$ cat src/rtl/xpt_pkg.sv
package xpt_pkg;

  // Saturate a host data value to the largest selection code.
  function automatic int unsigned clamp_sel(input int unsigned raw, input int unsigned top);
    return (raw > top) ? top : raw;
  endfunction

  // A selection code routes an input only when it names one.
  function automatic logic sel_live(input int unsigned sel, input int unsigned n_in);
    return sel < n_in;
  endfunction

  // Address decodes to a staging register.
  function automatic logic addr_in_bank(input int unsigned addr, input int unsigned n_out);
    return addr < n_out;
  endfunction

endpackage

$ cat src/rtl/xpt_stage_regs.sv
module xpt_stage_regs
  import xpt_pkg::*;
#(
  parameter int unsigned N_OUT  = 34,
  parameter int unsigned SEL_W  = 6,
  parameter int unsigned ADDR_W = 8,
  parameter int unsigned DATA_W = 8
) (
  input  logic                         clk,
  input  logic                         rst_n,
  input  logic                         wr_en,
  input  logic [ADDR_W-1:0]            addr,
  input  logic [DATA_W-1:0]            wdata,
  output logic [N_OUT-1:0][SEL_W-1:0]  stage_q,
  output logic [DATA_W-1:0]            rdata
);
  localparam int unsigned SEL_OFF = (1 << SEL_W) - 1;

  logic [SEL_W-1:0] wsel;
  logic [N_OUT-1:0] wr_hit;
  logic             addr_ok;

  assign wsel    = SEL_W'(clamp_sel(32'(wdata), SEL_OFF));
  assign addr_ok = addr_in_bank(32'(addr), N_OUT);

  for (genvar i = 0; i < N_OUT; i++) begin : g_stage
    assign wr_hit[i] = wr_en && (addr == ADDR_W'(i));

    always_ff @(posedge clk) begin
      if (!rst_n)         stage_q[i] <= SEL_W'(SEL_OFF);
      else if (wr_hit[i]) stage_q[i] <= wsel;
    end

    p_write_lands_r2: assert property (@(posedge clk) disable iff (!rst_n)
      wr_hit[i] |=> stage_q[i] == SEL_W'(clamp_sel(32'($past(wdata)), SEL_OFF)));

    p_stage_hold_r8: assert property (@(posedge clk) disable iff (!rst_n)
      !wr_hit[i] |=> $stable(stage_q[i]));
  end

  always_comb begin
    rdata = '0;
    for (int i = 0; i < N_OUT; i++)
      if (addr == ADDR_W'(i)) rdata = DATA_W'(stage_q[i]);
  end

  p_miss_reads_zero_r3: assert property (@(posedge clk) disable iff (!rst_n)
    !addr_ok |-> rdata == '0);

  p_miss_write_ignored_r8: assert property (@(posedge clk) disable iff (!rst_n)
    (wr_en && !addr_ok) |=> $stable(stage_q));

endmodule

$ cat src/rtl/xpt_active_regs.sv
module xpt_active_regs #(
  parameter int unsigned N_OUT = 34,
  parameter int unsigned SEL_W = 6
) (
  input  logic                         clk,
  input  logic                         rst_n,
  input  logic                         commit,
  input  logic [N_OUT-1:0][SEL_W-1:0]  stage_q,
  output logic [N_OUT-1:0][SEL_W-1:0]  act_q
);
  localparam int unsigned SEL_OFF = (1 << SEL_W) - 1;

  logic commit_evt;
  assign commit_evt = commit;

  for (genvar i = 0; i < N_OUT; i++) begin : g_act
    always_ff @(posedge clk) begin
      if (!rst_n)          act_q[i] <= SEL_W'(SEL_OFF);
      else if (commit_evt) act_q[i] <= stage_q[i];
    end
  end

  p_commit_copy_r5: assert property (@(posedge clk) disable iff (!rst_n)
    commit_evt |=> act_q == $past(stage_q));

  p_act_hold_r4: assert property (@(posedge clk) disable iff (!rst_n)
    !commit_evt |=> $stable(act_q));

endmodule

$ cat src/rtl/xpt_mux_array.sv
module xpt_mux_array
  import xpt_pkg::*;
#(
  parameter int unsigned N_OUT = 34,
  parameter int unsigned N_IN  = 34,
  parameter int unsigned SEL_W = 6
) (
  input  logic                         clk,
  input  logic                         rst_n,
  input  logic [N_OUT-1:0][SEL_W-1:0]  act_q,
  input  logic [N_IN-1:0]              din,
  output logic [N_OUT-1:0]             dout
);
  localparam int unsigned PAD = 1 << SEL_W;

  // Unused codes land on constant-zero lanes.
  logic [PAD-1:0] din_pad;
  assign din_pad = {{(PAD-N_IN){1'b0}}, din};

  for (genvar i = 0; i < N_OUT; i++) begin : g_mux
    assign dout[i] = din_pad[act_q[i]];

    p_off_drives_low_r6: assert property (@(posedge clk) disable iff (!rst_n)
      !sel_live(32'(act_q[i]), N_IN) |-> !dout[i]);
  end

endmodule

$ cat src/rtl/xpt_cfg_bank.sv
module xpt_cfg_bank #(
  parameter int unsigned N_OUT  = 34,
  parameter int unsigned N_IN   = 34,
  parameter int unsigned ADDR_W = 8,
  parameter int unsigned DATA_W = 8
) (
  input  logic              clk,
  input  logic              rst_n,
  input  logic [ADDR_W-1:0] host_addr,
  input  logic [DATA_W-1:0] host_wdata,
  input  logic              host_wr,
  output logic [DATA_W-1:0] host_rdata,
  input  logic              commit,
  input  logic [N_IN-1:0]   xpt_in,
  output logic [N_OUT-1:0]  xpt_out
);
  localparam int unsigned SEL_W = $clog2(N_IN + 1);

  logic [N_OUT-1:0][SEL_W-1:0] stage_q;
  logic [N_OUT-1:0][SEL_W-1:0] act_q;

  xpt_stage_regs #(.N_OUT(N_OUT), .SEL_W(SEL_W), .ADDR_W(ADDR_W), .DATA_W(DATA_W)) u_stage (
    .clk(clk), .rst_n(rst_n), .wr_en(host_wr), .addr(host_addr),
    .wdata(host_wdata), .stage_q(stage_q), .rdata(host_rdata)
  );

  xpt_active_regs #(.N_OUT(N_OUT), .SEL_W(SEL_W)) u_active (
    .clk(clk), .rst_n(rst_n), .commit(commit), .stage_q(stage_q), .act_q(act_q)
  );

  xpt_mux_array #(.N_OUT(N_OUT), .N_IN(N_IN), .SEL_W(SEL_W)) u_mux (
    .clk(clk), .rst_n(rst_n), .act_q(act_q), .din(xpt_in), .dout(xpt_out)
  );

endmodule

$ cat config.mk
export PLATFORM = sky130hd
export DESIGN_NAME = xpt_cfg_bank
export DESIGN_NICKNAME = d
export VERILOG_FILES = /design/src/rtl/xpt_pkg.sv /design/src/rtl/xpt_stage_regs.sv /design/src/rtl/xpt_active_regs.sv /design/src/rtl/xpt_mux_array.sv /design/src/rtl/xpt_cfg_bank.sv
export SDC_FILE = /design/constraint.sdc
export NUM_CORES = 1
export LEC_CHECK = 0
export BUFFER_PORTS_ARGS = -buffer_cell sky130_fd_sc_hd__buf_4
export CAP_MARGIN = 20
export CORE_ASPECT_RATIO = 0.75
export CORE_MARGIN = 2
export CORE_UTILIZATION = 55
export CTS_CLUSTER_SIZE = 30
export DETAILED_ROUTE_END_ITERATION = 10
export GPL_ROUTABILITY_DRIVEN = 1
export GPL_TIMING_DRIVEN = 1
export PLACE_DENSITY = 0.75
export SYNTH_ARGS = -nofsm -noshare
export SYNTH_HDL_FRONTEND = slang
export SYNTH_SLANG_ARGS = --single-unit
$ cat constraint.sdc
create_clock -name clk -period 2.9 [get_ports clk]
set_clock_uncertainty 0.2 [all_clocks]
set_input_delay 0.58 -clock clk [delete_from_list [all_inputs] [get_ports clk]]
set_output_delay 0.58 -clock clk [all_outputs]
set_load 0.03 [all_outputs]
======== After elaboration in Yosys (flattened, before gate mapping) ========
Index checks and enable logic that the tools add are counted.
word-level totals
  bits in registers ....................... 408
  latch bits .............................. 0
  memory bits (writable) .................. 0
  memories kept ........................... 0
  word-level logic and storage cells ...... 274
  ROM bits ................................ 0
cells by class
  divide/modulo/power cells ............... 0
  shift operators ......................... 0
  multiplexer cells ....................... 103
  reduce and logical (&&, ||, !) cells .... 35
  bitwise logic cells ..................... 0
  equality and inequality tests ........... 33
  $lt $le $gt $ge ......................... 35
  $mul .................................... 0
  add/subtract/negate cells ............... 0
operators with widths
  cell                count
  $lt 6x7->1 const B  34
  $mux 6              35
  $bmux 1 s6          34
  $eq 8x5->1 const B  16
  $eq 8x4->1 const B  8
  $logic_and 1x1->1   34
  $mux 1              34
  $eq 8x3->1 const B  4
  $eq 8x2->1 const B  2
  $eq 8x6->1 const B  2
  $eq 8x1->1 const B  1
  $gt 8x6->1 const B  1
  $logic_not 8->1     1

======== Logic depth before layout (Yosys ltp) ========
Gate-level depths: netlist (run 1).
  word-level depth ........................ 35
  depth in mapped cells ................... 11

======== By module ========
A second synthesis (run 1) with hierarchy kept.
second synthesis, totals
  cells, all modules ...................... 2588
  area total of the unflattened synthesis .. 27084.7 um^2
modules (own cells, without submodules)
  module           area each (um^2)  cells each  sequential area each (um^2)  times used
  xpt_mux_array    10363.7           792         0.0                          1
  xpt_stage_regs   9429.0            1138        4083.9                       1
  xpt_active_regs  7292.0            658         4083.9                       1

======== Least setup slack after synthesis (run 1) ========
OpenSTA, ideal clock, no wires.
  kind .................................... input to output
  start ................................... in host_addr[3]
  end ..................................... out host_rdata[2]
  required time ........................... 2120 ps
  cell stages on the path ................. 9
  arrival ................................. 2815 ps
  path slack .............................. -695 ps
  path through ............................ buf_2 > or4_4 > nor3_2 > buf_2 > nand2_1 > nand4_1 > o211ai_1 > nor3b_1 > o32ai_1
between the ends
  word-level cells in the longest chain between the ends .. 35
RTL lines
  item                   RTL line              RTL
  from (decl)            xpt_cfg_bank.sv:9     input logic [ADDR_W-1:0] host_addr,
  $logic_not 8->1        xpt_stage_regs.sv:44  if (addr == ADDR_W'(i)) rdata = DATA_W'(stage_q[i]);
  $mux 6 (33 in series)  xpt_stage_regs.sv:44
  $mux 6 *               xpt_stage_regs.sv:44
  to (decl)              xpt_cfg_bank.sv:12    output logic [DATA_W-1:0] host_rdata,
Mark *: on every way between the ends. The rest lies on a longest branch, timed or not.

======== Worst setup path after layout (run 1) ========
  start ................................... in host_addr[5]
  end ..................................... out host_rdata[4]
Same word-level chain as after synthesis.

==> flow_summary.json, run 1 <==
{
  "status": "finished, violations left",
  "violations": "negative setup slack",
  "cts_buffers": 42,
  "synth_ff_type": "dfxtp_1",
  "ys_seq_area_frac": 0.311,
  "clk_path_buf_depth": 3,
  "track_usage": 0.405,
  "finalWorstSetupSlack_ns": -0.657,
  "port_buffers": 93,
  "utilization": 0.669,
  "synth_top_family_by_area": "multiplexers",
  "ys_async_sr_fraction": 0,
  "coreArea_mm2": 0.0473,
  "finalHoldWorstSlack_ns": 0.211,
  "crit_fanout": 5,
  "period_share": 1.23,
  "netlist_area_mm2": 0.0263,
  "netlist_instances": 2489,
  "die_w_um": 256,
  "end_kind": "output port",
  "fp-row-count": 69,
  "cts_tree": "built",
  "clk_latency_ns": 0.56,
  "p_leak_nw": 13.4,
  "rsz0062_at_grt": "yes",
  "ctsHoldBuffers": 0,
  "cts-htree-levels": 2,
  "clockRootBuffer": "clkbuf_16",
  "drive_gt1_frac": 0.381,
  "synth-xor-area-share": 0,
  "wl_um": 103000,
  "ys_types": 66,
  "max_slew_margin": 0.488,
  "setup_viol": 40,
  "ys_ff_latch": 408,
  "critPathKind": "primary input to output port",
  "antenna_found_initial": 0,
  "hp-class": "primary input to flop",
  "drt_iter0_drc": 3530,
  "grt_overflow": 0,
  "die_height_um": 193,
  "initial_utilization": 0.556,
  "syn_avg_cell_area_um2": 10.6,
  "dp_hpwl_um": 61800,
  "hold_viol_final": 0,
  "layout.nets": 2661,
  "grt_max_degree": 92,
  "ioPinCount": 96,
  "cp.arrival_ns": 2.78,
  "gp_congestion": 1.01,
  "muxShareOfSynthArea": 0.415,
  "fillerInstances": 3494,
  "viasPerCell": 7.38,
  "finalCriticalPeriod_ns": 3.56,
  "worst_slew_pin_slew_ns": 0.768,
  "fin_setup_tns_ns": -14.80,
  "p_per_area_mw_per_mm2": 422,
  "synth.top_cell.area_share": 0.311,
  "final_antenna_net_count": 0,
  "yosysMostFrequentCell": "nand2_1",
  "die-area_mm2": 0.0496,
  "drc": 0,
  "yosys.area_share.simple": 0.112,
  "avgRoutedWirePerCell_um": 31.4,
  "slew_violations": 0,
  "synth_edf_count": 0,
  "synth_commonest_cells": "478 x nand2_1, 408 x dfxtp_1, 348 x mux4_2",
  "ys_warn_count": 0,
  "cap_violations": 0,
  "synthAdderAreaFrac": 0,
  "fmax_mhz": 281,
  "required_ns": 2.12,
  "grt_pass1_vias": 23783,
  "dr.pass1.iters": 6,
  "area_delta_synth_final_pct": 20.4,
  "yosysTopAreaCell": "dfxtp_1",
  "cts.clk_slew.worst_paths_ns": 0.06,
  "synth_compound_area_frac": 0.109,
  "multiInputGateArea_mm2": 0.0172,
  "cp-start-kind": "primary input",
  "vias": 24197,
  "netlist_top_cells_area": "dfxtp_1 31%, mux4_2 30%, mux2i_1 9.7%",
  "clock-sinks": 408,
  "seq_area_mm2": 0.00824,
  "vdd_drop_max_mv": 0.361,
  "grt_pass1_wl_um": 152000
}
## what timing repair did
action                                  4_1_cts  5_1_grt
resized for setup                           188       48
buffers inserted                             27       12
pin swaps                                    40       31
cloned                                       16        7
endpoints found under the setup margin       40       40
## through the flow
step	setup WS (ns)	cells	instance area (um^2)	power, W
floorplan	-0.341	2490	26400	0.00680
global placement	-0.961	3143	28900	0.00743
detailed placement	-1.02	3143	28900	0.00747
CTS	-0.626	3260	31200	0.0132
global route	-0.679	3279	31700	0.0136
finish	-0.657	3280	31700	0.0134
## power by group
group          switching [W]  internal (W)
Combinational        0.00110      0.000789
Sequential         0.0000138       0.00560
Clock                0.00249       0.00339
Total                0.00360       0.00977
## registers in the layout (all words and copies together) (netlist names)
register	flops
u_stage.stage_q	204
u_active.act_q	204
## metal layers
metal	up-vias	share of wire	routed length, um	global-route usage
met5	-	0	0	0
met4	0	0.046	4710	0.161
met3	438	0.15	15200	0.146
met2	2101	0.42	43700	0.576
met1	11850	0.38	39400	0.564
li1	9808	-	-	-
## cell type report
cell class,count,area share
flip-flops and latches,408,0.260
diodes,1,0.0000791
clock inverters,24,0.00830
clock buffers,53,0.0387
well taps,639,0.0253
multi-input cells,1738,0.544
repair buffers,413,0.123
inverters,4,0.000474
## worst max-delay path, cell delays in order
cell and delay (ns):
buf_8 0.10, or4_4 0.56, nor2_4 0.14, a32oi_1 0.11, o211ai_1 0.38, a2111oi_4 0.13, or3b_4 0.43, a21bo_4 0.20
buf_6 0.13
## cells by family after synthesis
group | after synthesis
buf+inv | 344
simple gates | 674
mux | 650
compound gates | 412
flops | 408
other cells | 1
## final timing paths
check        depth (start not counted)  slack (ns)                start             endpoint
max reg2reg                          4        1.72  u_active.act_q[120]  u_active.act_q[120]
max                                  9       -0.66         host_addr[5]        host_rdata[4]
min reg2reg                          2        0.31   u_active.act_q[84]   u_active.act_q[84]
min                                  2        0.21                rst_n  u_active.act_q[171]
## layout by cell type (no fill, tap or decap), types with 9 or more instances in the layout
cell       count
nor4_1        36
nor2_1        35
clkbuf_16     52
mux4_2       348
buf_4        318
mux2i_1      250
o22ai_1       15
o21ai_2        9
a21oi_1       27
nor3_2        10
dfxtp_1      372
buf_6         48
buf_12        34
dfxtp_2       25
dfxtp_4       11
o21ai_1       35
nand2_1      474
nand3_1       46
o211ai_1     214
o21ai_0       29
mux2_2        48
No activity file was read; power rests on OpenSTA's default activity.
==> inputs of run 2 (changes only) <==
--- a/config.mk
+++ b/config.mk
@@ -13,7 +13,7 @@
 export CTS_CLUSTER_SIZE = 30
 export DETAILED_ROUTE_END_ITERATION = 10
 export GPL_ROUTABILITY_DRIVEN = 1
-export GPL_TIMING_DRIVEN = 1
+export GPL_TIMING_DRIVEN = 0
 export PLACE_DENSITY = 0.75
 export SYNTH_ARGS = -nofsm -noshare
 export SYNTH_HDL_FRONTEND = slang
==> flow_summary.json, run 2 (same netlist as run 1, synthesis figures left out) <==
{
  "cp.arrival_ns": 3.00,
  "finalWorstSetupSlack_ns": -0.879,
  "setup_viol": 40,
  "clock-sinks": 408,
  "layout.nets": 2735,
  "pwr-share-comb": 0.147,
  "area_delta_synth_final_pct": 19.1,
  "clk_path_buf_depth": 3,
  "placed_cell_area_mm2": 0.0279,
  "drc": 0,
  "hp-class": "primary input to flop",
  "end_kind": "output port",
  "utilization": 0.662,
  "crit_fanout": 6,
  "slew_violations": 0,
  "die_w_um": 256,
  "dr.pass1.iters": 8,
  "antenna_found_initial": 13,
  "final_cell_mix": "471 x nand2_1, 358 x dfxtp_1, 348 x mux4_2",
  "die_height_um": 193,
  "r2r-start": "u_active.act_q[8]",
  "status": "finished, violations left",
  "p_sw_w": 0.00364,
  "cts-htree-levels": 2,
  "track_usage": 0.458,
  "clockRootBuffer": "clkbuf_16",
  "grt_pass1_wl_um": 165000,
  "p_clk_frac": 0.438,
  "violations": "negative setup slack",
  "grt_pass1_vias": 23719,
  "dp_cells": 3218,
  "dp_hpwl_um": 79400,
  "cts.clk_slew.worst_paths_ns": 0.06,
  "rsz0062_at_grt": "yes",
  "clk_latency_ns": 0.58,
  "period_share": 1.30,
  "hold_viol_final": 0,
  "die-area_mm2": 0.0496,
  "finish.instance_area_mm2": 0.0313,
  "port_buffers": 88,
  "hp-start": "host_wdata[1]",
  "ioPinCount": 96,
  "seq_power_share": 0.415,
  "avgRoutedWirePerCell_um": 34.6,
  "p_sw_frac": 0.269,
  "grt_max_degree": 16,
  "fmax_mhz": 265,
  "gp_congestion": 1.06,
  "initial_utilization": 0.556,
  "critPathKind": "primary input to output port",
  "intPower_w": 0.00988,
  "final_common_cell": "nand2_1",
  "worst_slew_pin_slew_ns": 1.16,
  "max_slew_margin": 0.225,
  "wl_um": 116000,
  "largest_registers": "u_active.act_q x204, u_stage.stage_q x204",
  "finalCriticalPeriod_ns": 3.78,
  "p_leak_nw": 13.1,
  "fin_cells": 3365,
  "required_ns": 2.12,
  "cts_buffers": 40,
  "p_per_area_mw_per_mm2": 432,
  "vias": 25335,
  "vdd_drop_max_mv": 0.491,
  "viasPerCell": 7.53,
  "cts_tree": "built",
  "coreArea_mm2": 0.0473,
  "final_antenna_net_count": 0,
  "drive_gt1_frac": 0.359,
  "fp-row-count": 69,
  "drt_iter0_drc": 4299,
  "grt_overflow": 0,
  "crit_start": "host_addr[4]",
  "cp-start-kind": "primary input",
  "cap_violations": 0
}
run 2: final timing paths:
check,to,slack [ns],cells past startpoint
hold / removal,u_stage.stage_q[25],0.23,3
hold reg to reg,u_active.act_q[15],0.31,2
setup / recovery,host_rdata[4],-0.88,9
setup reg to reg,u_active.act_q[8],1.65,2
run 2: metrics by stage:
stage               hold WS [ns]  TNS [ns]  power [W]  setup slack [ns]
finish                     0.225    -18.38     0.0135            -0.879
global route               0.242    -18.72     0.0137            -0.827
CTS                        0.200    -16.58     0.0133            -0.857
detailed placement         0.283   -167.74    0.00747             -1.86
global placement           0.278   -157.68    0.00744             -1.81
floorplan                  0.259     -1.35    0.00680            -0.341
run 2: worst max-delay path, cell delays in order:
cell       delay, ns
buf_6           0.11
or4_4           0.62
nor2_4          0.15
a32oi_1         0.12
o211ai_1        0.49
a2111oi_2       0.18
or3b_4          0.41
a21bo_4         0.21
buf_6           0.13
run 2: power groups by stage:
stage | sequential (W) | clock [W] | combinational (W)
4_1_cts | 0.00562 | 0.00588 | 0.00179
5_1_grt | 0.00561 | 0.00612 | 0.00197
2_1_floorplan | 0.00574 | 0 | 0.00105
6_report | 0.00562 | 0.00593 | 0.00198
3_3_place_gp | 0.00575 | 0 | 0.00169
3_5_place_dp | 0.00575 | 0 | 0.00172
run 2: metal layers:
layer / vias to the layer above / track usage / part of all wire
li1: 9973 / - / -
met1: 12239 / 0.612 / 0.36
met2: 2521 / 0.611 / 0.40
met3: 584 / 0.233 / 0.18
met4: 18 / 0.220 / 0.064
met5: - / 0.00192 / 0.0018
run 2: area by class of cell:
type	instances	area, um^2
multi-input combinational	1739	17300
fill	3648	16000
inverter	4	21.3
tap	639	800
sequential	408	8250
buffer	302	1860
clock buffer	53	1140
timing repair buffer	186	1550
antenna	15	37.5
clock inverter	19	322
run 2: timing repair:
item,in CTS,in global routing
gates cloned,33,1
hold buffers,0,0
setup endpoints to repair,105,123
gates resized for setup,384,133
buffers inserted,36,27
pin swaps,25,41
